`src/rtl/rot_dec_pkg.sv`:
```
package rot_dec_pkg;

   typedef enum logic [2:0] {
      AM_ACC  = 3'd0,
      AM_ABS  = 3'd1,
      AM_ABSX = 3'd2,
      AM_DP   = 3'd3,
      AM_DPX  = 3'd4
   } amode_t;

   typedef struct packed {
      logic   hit;
      logic   right;
      amode_t mode;
   } dec_t;

   // base cycle costs with 8-bit data
   localparam int CYC_ACC  = 2;
   localparam int CYC_ABS  = 6;
   localparam int CYC_ABSX = 7;
   localparam int CYC_DP   = 5;
   localparam int CYC_DPX  = 6;

endpackage

```
`src/rtl/rot_opcode_map.sv`:
```
module rot_opcode_map
   import rot_dec_pkg::*;
#(
   parameter int BYTE_W = 8
) (
   input  logic [BYTE_W-1:0] opcode,
   output dec_t              dec
);

   // group members share bit7=0 and bit5=1; bit6 picks direction,
   // bit4 picks the indexed variant, the low nibble picks the family
   logic in_group;
   assign in_group = !opcode[7] && opcode[5];

   always_comb begin
      dec       = '0;
      dec.mode  = AM_ACC;
      dec.right = opcode[6];
      if (in_group) begin
         case (opcode[3:0])
            4'hA: begin
               dec.hit  = !opcode[4];
               dec.mode = AM_ACC;
            end
            4'hE: begin
               dec.hit  = 1'b1;
               dec.mode = opcode[4] ? AM_ABSX : AM_ABS;
            end
            4'h6: begin
               dec.hit  = 1'b1;
               dec.mode = opcode[4] ? AM_DPX : AM_DP;
            end
            default: dec.hit = 1'b0;
         endcase
      end
   end

endmodule

```
`src/rtl/rot_addr_gen.sv`:
```
module rot_addr_gen
   import rot_dec_pkg::*;
#(
   parameter int BYTE_W = 8,
   parameter int WORD_W = 16,
   parameter int BANK_W = 8,
   localparam int ADDR_W = BANK_W + WORD_W
) (
   input  amode_t            mode,
   input  logic              idx_narrow,
   input  logic [WORD_W-1:0] dp_base,
   input  logic [BANK_W-1:0] bank,
   input  logic [WORD_W-1:0] index,
   input  logic [BYTE_W-1:0] opnd_lo,
   input  logic [BYTE_W-1:0] opnd_hi,
   output logic [ADDR_W-1:0] ea
);

   logic [WORD_W-1:0] opnd_word;
   logic [WORD_W-1:0] idx_eff;
   logic [WORD_W-1:0] abs_off;
   logic [WORD_W-1:0] dp_off;
   logic [WORD_W-1:0] dp_idx;

   assign opnd_word = {opnd_hi, opnd_lo};
   assign idx_eff   = idx_narrow ? WORD_W'(index[BYTE_W-1:0]) : index;

   // absolute indexed wraps inside the word before the bank is attached
   assign abs_off = (mode == AM_ABSX) ? opnd_word + index : opnd_word;
   assign dp_idx  = (mode == AM_DPX) ? idx_eff : '0;
   assign dp_off  = dp_base + WORD_W'(opnd_lo) + dp_idx;

   always_comb begin
      case (mode)
         AM_ABS, AM_ABSX: ea = {bank, abs_off};
         AM_DP, AM_DPX:   ea = {{BANK_W{1'b0}}, dp_off};
         default:         ea = '0;
      endcase
   end

endmodule

```
`src/rtl/rot_cycle_calc.sv`:
```
module rot_cycle_calc
   import rot_dec_pkg::*;
#(
   parameter int BYTE_W = 8,
   parameter int WORD_W = 16,
   parameter int CYC_W  = 4
) (
   input  amode_t            mode,
   input  logic              wide_data,
   input  logic [WORD_W-1:0] dp_base,
   output logic [CYC_W-1:0]  cycles,
   output logic [1:0]        oper_len
);

   logic             misaligned;
   logic [CYC_W-1:0] base;
   logic [CYC_W-1:0] width_add;
   logic [CYC_W-1:0] page_add;

   assign misaligned = |dp_base[BYTE_W-1:0];

   always_comb begin
      base      = '0;
      width_add = '0;
      page_add  = '0;
      oper_len  = 2'd0;
      case (mode)
         AM_ACC: base = CYC_W'(CYC_ACC);
         AM_ABS: begin
            base      = CYC_W'(CYC_ABS);
            width_add = CYC_W'(wide_data);
            oper_len  = 2'd2;
         end
         AM_ABSX: begin
            base      = CYC_W'(CYC_ABSX);
            width_add = CYC_W'(wide_data);
            oper_len  = 2'd2;
         end
         AM_DP: begin
            base      = CYC_W'(CYC_DP);
            width_add = CYC_W'(wide_data);
            page_add  = CYC_W'(misaligned);
            oper_len  = 2'd1;
         end
         AM_DPX: begin
            base      = CYC_W'(CYC_DPX);
            width_add = CYC_W'(wide_data);
            page_add  = CYC_W'(misaligned);
            oper_len  = 2'd1;
         end
         default: base = '0;
      endcase
      cycles = base + width_add + page_add;
   end

endmodule

```
`src/rtl/rot_decode.sv`:
```
module rot_decode
   import rot_dec_pkg::*;
#(
   parameter int BYTE_W  = 8,
   parameter int WORD_W  = 16,
   parameter int BANK_W  = 8,
   parameter int CYC_W   = 4,
   parameter bit REG_OUT = 1'b1,
   localparam int ADDR_W = BANK_W + WORD_W
) (
   input  logic              clk,
   input  logic              rst_n,
   input  logic [BYTE_W-1:0] opcode,
   input  logic              m_flag,
   input  logic              x_flag,
   input  logic [WORD_W-1:0] dp_base,
   input  logic [BANK_W-1:0] bank,
   input  logic [WORD_W-1:0] index,
   input  logic [BYTE_W-1:0] opnd_lo,
   input  logic [BYTE_W-1:0] opnd_hi,
   output logic              handled,
   output logic              rot_right,
   output logic              to_accum,
   output logic [1:0]        oper_len,
   output logic [ADDR_W-1:0] eff_addr,
   output logic [CYC_W-1:0]  cycles
);

   if (BYTE_W != 8) begin : g_bad_byte
      $error("rot_decode: opcode map assumes BYTE_W of 8");
   end
   if (WORD_W != 2 * BYTE_W) begin : g_bad_word
      $error("rot_decode: WORD_W must be twice BYTE_W");
   end
   if (CYC_W < 4) begin : g_bad_cyc
      $error("rot_decode: CYC_W too narrow for a count of 8");
   end

   dec_t              dec;
   logic [ADDR_W-1:0] ea_c;
   logic [CYC_W-1:0]  cyc_c;
   logic [1:0]        len_c;

   rot_opcode_map #(.BYTE_W(BYTE_W)) u_map (
      .opcode (opcode),
      .dec    (dec)
   );

   rot_addr_gen #(
      .BYTE_W(BYTE_W), .WORD_W(WORD_W), .BANK_W(BANK_W)
   ) u_addr (
      .mode       (dec.mode),
      .idx_narrow (x_flag),
      .dp_base    (dp_base),
      .bank       (bank),
      .index      (index),
      .opnd_lo    (opnd_lo),
      .opnd_hi    (opnd_hi),
      .ea         (ea_c)
   );

   rot_cycle_calc #(
      .BYTE_W(BYTE_W), .WORD_W(WORD_W), .CYC_W(CYC_W)
   ) u_cyc (
      .mode      (dec.mode),
      .wide_data (!m_flag),
      .dp_base   (dp_base),
      .cycles    (cyc_c),
      .oper_len  (len_c)
   );

   // unhandled opcodes present all-zero outputs
   logic              hit_n;
   logic              right_n;
   logic              acc_n;
   logic [1:0]        len_n;
   logic [ADDR_W-1:0] ea_n;
   logic [CYC_W-1:0]  cyc_n;

   assign hit_n   = dec.hit;
   assign right_n = dec.hit & dec.right;
   assign acc_n   = dec.hit & (dec.mode == AM_ACC);
   assign len_n   = dec.hit ? len_c : 2'd0;
   assign ea_n    = dec.hit ? ea_c : '0;
   assign cyc_n   = dec.hit ? cyc_c : '0;

   if (REG_OUT) begin : g_reg
      always_ff @(posedge clk or negedge rst_n) begin
         if (!rst_n) begin
            handled   <= 1'b0;
            rot_right <= 1'b0;
            to_accum  <= 1'b0;
            oper_len  <= 2'd0;
            eff_addr  <= '0;
            cycles    <= '0;
         end else begin
            handled   <= hit_n;
            rot_right <= right_n;
            to_accum  <= acc_n;
            oper_len  <= len_n;
            eff_addr  <= ea_n;
            cycles    <= cyc_n;
         end
      end
   end else begin : g_comb
      assign handled   = hit_n;
      assign rot_right = right_n;
      assign to_accum  = acc_n;
      assign oper_len  = len_n;
      assign eff_addr  = ea_n;
      assign cycles    = cyc_n;
   end

endmodule

```
`config.mk`:
```
export PLATFORM = sky130hd
export DESIGN_NAME = rot_decode
export DESIGN_NICKNAME = d
export VERILOG_FILES = /design/src/rtl/rot_dec_pkg.sv /design/src/rtl/rot_opcode_map.sv /design/src/rtl/rot_addr_gen.sv /design/src/rtl/rot_cycle_calc.sv /design/src/rtl/rot_decode.sv
export SDC_FILE = /design/constraint.sdc
export NUM_CORES = 1
export LEC_CHECK = 0
export CAP_MARGIN = 20
export CORE_ASPECT_RATIO = 0.7
export CORE_MARGIN = 1.5
export CORE_UTILIZATION = 43
export CTS_CLUSTER_DIAMETER = 100
export DETAILED_ROUTE_END_ITERATION = 10
export HOLD_SLACK_MARGIN = 0.03
export PLACE_DENSITY = 0.89
export SLEW_MARGIN = 25
export SYNTH_ARGS = -nofsm -noshare
export SYNTH_HDL_FRONTEND = slang
export SYNTH_SLANG_ARGS = --single-unit
```
`constraint.sdc`:
```
create_clock -name clk -period 0.8 [get_ports clk]
set_input_delay 0.16 -clock clk [delete_from_list [all_inputs] [get_ports clk]]
set_output_delay 0.16 -clock clk [all_outputs]
set_load 0.01 [all_outputs]
```
### Word level (Yosys, flattened, before mapping)

Cells that the tools add are included.

* bits of input ports: 68
* bits in latches: 0
* output and inout bits: 33
* register bits after elaboration: 33
* bits in writable memories: 0
* ROM bits: 0
* memories: 0

* multipliers: 0
* reductions and logical operators: 11
* div/mod/pow operators: 0
* mux-type cells: 17
* bitwise operators: 2
* add/subtract/negate cells: 5
* order comparisons: 0
* shift-type cells: 0
* equality and inequality tests: 7

Operators with widths (count)
* $mux 16: 3
* $pmux 24 s2: 1
* $add 16x16->16: 2
* $mux 24: 1
* $add 16x8->16: 1
* $pmux 3 s4: 1
* $eq 4x4->1 const B: 2
* $reduce_or 2->1: 4
* $reduce_or 8->1: 1
* $eq 3x2->1 const B: 2
* $mux 3: 2
* $pmux 3 s2: 1
* $add 3x1->4: 1
* $add 4x1->4: 1
* $eq 4x3->1 const B: 1
* $mux 2: 2
* $mux 4: 1
* $pmux 2 s2: 1
* $reduce_or 4->1: 1
* $eq 3x1->1 const B: 1
* $eq 3x3->1 const B: 1
* $logic_not 1->1: 3
* $logic_not 3->1: 1
* $mux 1: 3
* other kinds (3): 4

### Longest topological paths before layout

* depth in word-level cells: 9
* depth in mapped cells: 19
* gate-level depth less buffers: 17

### Hierarchy

Synthesis repeated with hierarchy kept, for this count alone.

* cell total of the unflattened synthesis: 380
* area total of the unflattened synthesis: 3468.3 um^2

Modules (own cells, without submodules)
* rot_addr_gen: cells each 280, instances 1, area an instance 2110.8 um^2
* rot_decode: cells each 69, instances 1, area an instance 1086.0 um^2
* rot_cycle_calc: cells each 22, instances 1, area an instance 178.9 um^2
* rot_opcode_map: cells each 9, instances 1, area an instance 92.6 um^2

### Worst setup path before layout

No wires, ideal clock.

* path kind: in2reg
* from: input opcode[0]
* to: register eff_addr[15]
* setup time: 87 ps
* slack: -2538 ps
* buffers on the path: 2
* arrival: 3251 ps
* required time: 713 ps
* stages: 19
* path through: and4bb_1 and2_1 buf_6 nand2_4 clkinv_2 clkbuf_1 nand3_1 fa_1 inv_1 ha_1 inv_1 fa_1 nor2b_1 o21a_1 o21ai_1 a21oi_1 o21ai_0 xnor2_1 a211oi_2

* cells in the longest elaborated chain, start to end: 8
* elaborated cells on any way between the ends: 19

Ends and longest elaborated chain
* from (decl): line rot_decode.sv:13 `input logic [BYTE_W-1:0] opcode,`
* $eq 4x3->1 or $eq 4x4->1 (tied branches): line rot_opcode_map.sv:20 `case (opcode[3:0])`
* $pmux 3 s2: line rot_opcode_map.sv:20
* $mux 3: line rot_opcode_map.sv:19 `if (in_group) begin`
* $eq 3x3->1: line rot_addr_gen.sv:30, rot_addr_gen.sv:34
* $mux 16: line rot_addr_gen.sv:30 `assign dp_idx = (mode == AM_DPX) ? idx_eff : '0;`
* $add 16x16->16: line rot_addr_gen.sv:31 `assign dp_off = dp_base + WORD_W'(opnd_lo) + dp_idx;`
* $pmux 24 s2: line rot_addr_gen.sv:34 `case (mode)`
* $mux 24 *: line rot_decode.sv:84 `assign ea_n = dec.hit ? ea_c : '0;`
* named net ea_n[15]: line rot_decode.sv:77 `logic [ADDR_W-1:0] ea_n;`
* to (signal assigned): line rot_decode.sv:101 `eff_addr <= ea_n;`
* to (decl): line rot_decode.sv:25 `output logic [ADDR_W-1:0] eff_addr,`

Mark *: on every way through the listed nets, which the timed path passes. The rest lies on a longest branch.

### Final worst setup path

* from: input opcode[5]
* to: register eff_addr[12]

* cells in the longest elaborated chain, start to end: 7
* elaborated cells on any way between the ends: 14

Ends and longest elaborated chain
* $logic_and 1x1->1 *: line rot_opcode_map.sv:13 `assign in_group = !opcode[7] && opcode[5];`
* $mux 3: line rot_opcode_map.sv:19
* $eq 3x3->1: line rot_addr_gen.sv:30, rot_addr_gen.sv:34
* $mux 16: line rot_addr_gen.sv:30
* $add 16x16->16: line rot_addr_gen.sv:31
* $pmux 24 s2: line rot_addr_gen.sv:34
* $mux 24 *: line rot_decode.sv:84
* named net ea_n[12]: line rot_decode.sv:77

Marks and branches as above.

==> flow_metrics.py <==
metrics = {
    "yosys": {
        "synth_cell_types": 48,
        "synth_warnings": 0,
        "seq_area_frac_synth_pct": 26.3,
        "syn_nets": 467,
        "syn_area_um2": 3140,
        "synthFlopType": "dfrtp_1",
        "synth_edf_count": 0,
        "synth_seq_cells": 33,
        "syn_avg_cell_area_um2": 8.94,
        "syn_inst": 351,
        "synthArstFlopShare_pct": 100,
    },
    "clock_network": {
        "cts.htree.levels": 2,
        "cts_tree": "done",
        "clockBufferDepth": 2,
        "cts_hold_buffers": 0,
        "cts_root_buf": "clkbuf_8",
        "cts.sinks": 33,
        "cts_buffers": 5,
        "clkTransAtPathRegs_ps": 90,
    },
    "global_route": {
        "grt_pass1_wl_um": 22900,
        "gr-usage-met2_pct": 66.6,
        "gr-total-overflow": 0,
        "grt_max_degree": 34,
        "grt_use_met1_pct": 44.3,
        "antenna_found_initial": 0,
        "grt_pass1_vias": 4384,
        "grt_usage_pct": 38.8,
        "grtUsageMet3_pct": 9.99,
        "top_usage_layer": "met2",
    },
    "route": {
        "postRouteAntennaNets": 0,
        "wl_um": 16900,
        "via_per_inst": 6.58,
        "dr.pass1.iters": 6,
        "vias": 4373,
        "drt_first_iter_violations": 588,
        "post_drt_wl_per_cell_um": 25.4,
        "drc": 0,
    },
    "sta": {
        "slew_headroom_pct": 65.3,
        "fmax_mhz": 312,
        "holdWs_ps": 208,
        "slew_viol_final": 0,
        "rsz0062_at_grt": "true",
        "min_period_ps": 3200,
        "tightest_slew_ps": 516,
        "min_period_over_period_pct": 400,
        "hold_violations": 0,
        "finalWorstSetupSlack_ps": -2400,
        "setup_viol": 66,
    },
    "die": {
        "core_region_area_um2": 6910,
        "die-area_um2": 7820,
        "io_pins": 101,
        "dieWidth_um": 105,
        "die_height_um": 74.5,
        "row_count": 25,
        "floorplan.initialDensity_pct": 45.4,
    },
    "placed_design": {
        "place_congestion": 1.02,
        "hpwl_um": 9520,
        "numPlacedInstances": 638,
        "portBuffers": 100,
    },
    "cells_and_area": {
        "layout_commonest_cell": "buf_4",
        "multi_input_area_um2": 2600,
        "fill_cells": 322,
        "area_growth_syn_to_layout_pct": 78.9,
        "final_nets": 686,
        "ff_latch_area_um2": 826,
        "final_cells": 665,
        "layout_common_cells": "110 x buf_4, 58 x clkdlybuf4s50_1, 33 x ha_1, 33 x dfrtp_1, 25 x buf_2",
        "insertedDiodeCount": 0,
        "layout-drive-gt1-share_pct": 42.0,
    },
    "power_and_ir_drop": {
        "leakage_nw": 2.89,
        "vdd_drop_max_uv": 855,
        "cellPowerDensity_nw_per_um2": 1090,
    },
    "run_status": {
        "status": "finished with violations",
        "violations": "setup timing",
    },
    "critical_path": {
        "crit_type": "in2reg",
        "cp.arrival_ps": 3400,
        "cp_data_required_time_ps": 1000,
        "start_kind": "input port",
        "end_kind": "flop",
        "critPathMaxFanout": 5,
    },
    "run": {
        "maxCapViolations": 0,
    },
    "worst_hold_path": {
        "holdCritPathClass": "in2async",
    },
}
## registers in the layout, indices dropped and copies added, names as in the netlist
| signal | flops |
|---|---|
| handled | 1 |
| eff_addr | 24 |
| cycles | 4 |
| to_accum | 1 |
| rot_right | 1 |
| oper_len | 2 |
## logic make-up (layout without fill, tap and decap cells)
logic type	Yosys count	after routing	share of synthesized area, %
AND/OR/NAND/NOR	124	124	21.3
adder cells (fa/ha/maj)	48	48	21.8
flip-flops	33	33	26.3
buffers and inverters	28	248	3.63
XOR/XNOR	20	20	5.82
multiplexers	8	8	2.63
AO/OA/AOI/OAI	90	90	18.5
## repair_timing
| action | CTS | global route |
|---|---|---|
| resized for setup | 209 | 40 |
| gates cloned | 1 | 0 |
| buffers inserted | 14 | 10 |
| pin swaps | 39 | 41 |
| setup endpoints to repair | 66 | 66 |
## worst max-delay path: stages
cell,delay [ps]
buf_6,80
and4bb_1,210
and2_4,190
nand2_8,110
clkinv_8,70
and3_4,170
fa_2,610
ha_4,230
a21o_1,180
a21o_1,220
a21oi_2,180
buf_4,150
nor3b_2,40
o41ai_2,420
xor2_1,260
o22ai_1,110
## cells in the mapped netlist, types with 3 or more instances
| cell | instances | share of area [%] |
|---|---|---|
| ha_1 | 37 | 15 |
| dfrtp_1 | 33 | 26 |
| a21oi_1 | 26 | 4.1 |
| nor2_1 | 26 | 3.1 |
| nand2_1 | 22 | 2.6 |
| and3_1 | 20 | 4.0 |
| inv_1 | 15 | 1.8 |
| a21o_1 | 14 | 3.4 |
| o21ai_0 | 12 | 1.9 |
| fa_1 | 11 | 7.0 |
| xnor2_1 | 11 | 3.1 |
| and2_1 | 9 | 1.8 |
| nor2b_1 | 9 | 1.8 |
| clkbuf_1 | 8 | 0.96 |
| nand3_1 | 8 | 1.3 |
| nor3_1 | 8 | 1.3 |
| xor2_1 | 8 | 2.2 |
| a211oi_1 | 7 | 1.7 |
| mux2i_1 | 6 | 1.9 |
| nand2b_1 | 6 | 1.2 |
| a31oi_1 | 5 | 1.0 |
| o21a_1 | 5 | 1.2 |
| o31ai_1 | 5 | 1.2 |
| or3_1 | 4 | 0.80 |
| nand4_1 | 3 | 0.60 |
| o211ai_1 | 3 | 0.72 |
| o22ai_1 | 3 | 0.60 |
## metal layers
metal	share of wire (%)	up-vias	wire, µm
met2	43	495	7310
li1	-	1705	-
met5	0	-	0
met1	34	1988	5690
met4	8.6	0	1450
met3	14	185	2410
## power breakdown
group / switching, mW / internal [mW] / total [mW] / leakage [nW]
Clock: 0.798 / 0.602 / 1.40 / 0.0439
Combinational: 1.56 / 1.47 / 3.03 / 2.39
Sequential: 0.0101 / 1.68 / 1.69 / 0.459
Total: 2.37 / 3.76 / 6.13 / 2.89
## final timing paths
path,startpoint,to,slack [ps],cells past startpoint
min,rst_n,eff_addr[10],210,2
max in group asynchronous,rst_n,eff_addr[0],410,2
min in group clk,bank[3],eff_addr[19],420,2
max,opcode[5],eff_addr[12],-2400,16
## metrics by stage
step	power (mW)	utilization [%]	TNS [ps]	setup slack, ps	instance area (µm²)
after global placement	3.91	73.3	-61290	-2700	5070
after global routing	6.26	81.2	-45090	-2440	5610
after floorplan	2.76	-	-39990	-2330	3200
after detailed placement	4.03	73.3	-63350	-2840	5070
final	6.13	81.2	-43560	-2400	5610
after CTS	5.48	77.6	-39530	-2100	5370
## cell type report
type                            count  share of cell area (%)
Tap cell                           94                    2.10
Timing Repair inverter              1                   0.290
Sequential cell                    33                    14.7
Timing Repair Buffer              222                    33.5
Multi-Input combinational cell    290                    46.3
Clock inverter                      3                   0.312
Clock buffer                        5                    1.23
Inverter                           17                    1.58
Note: power is estimated with default switching activity, not from simulation.
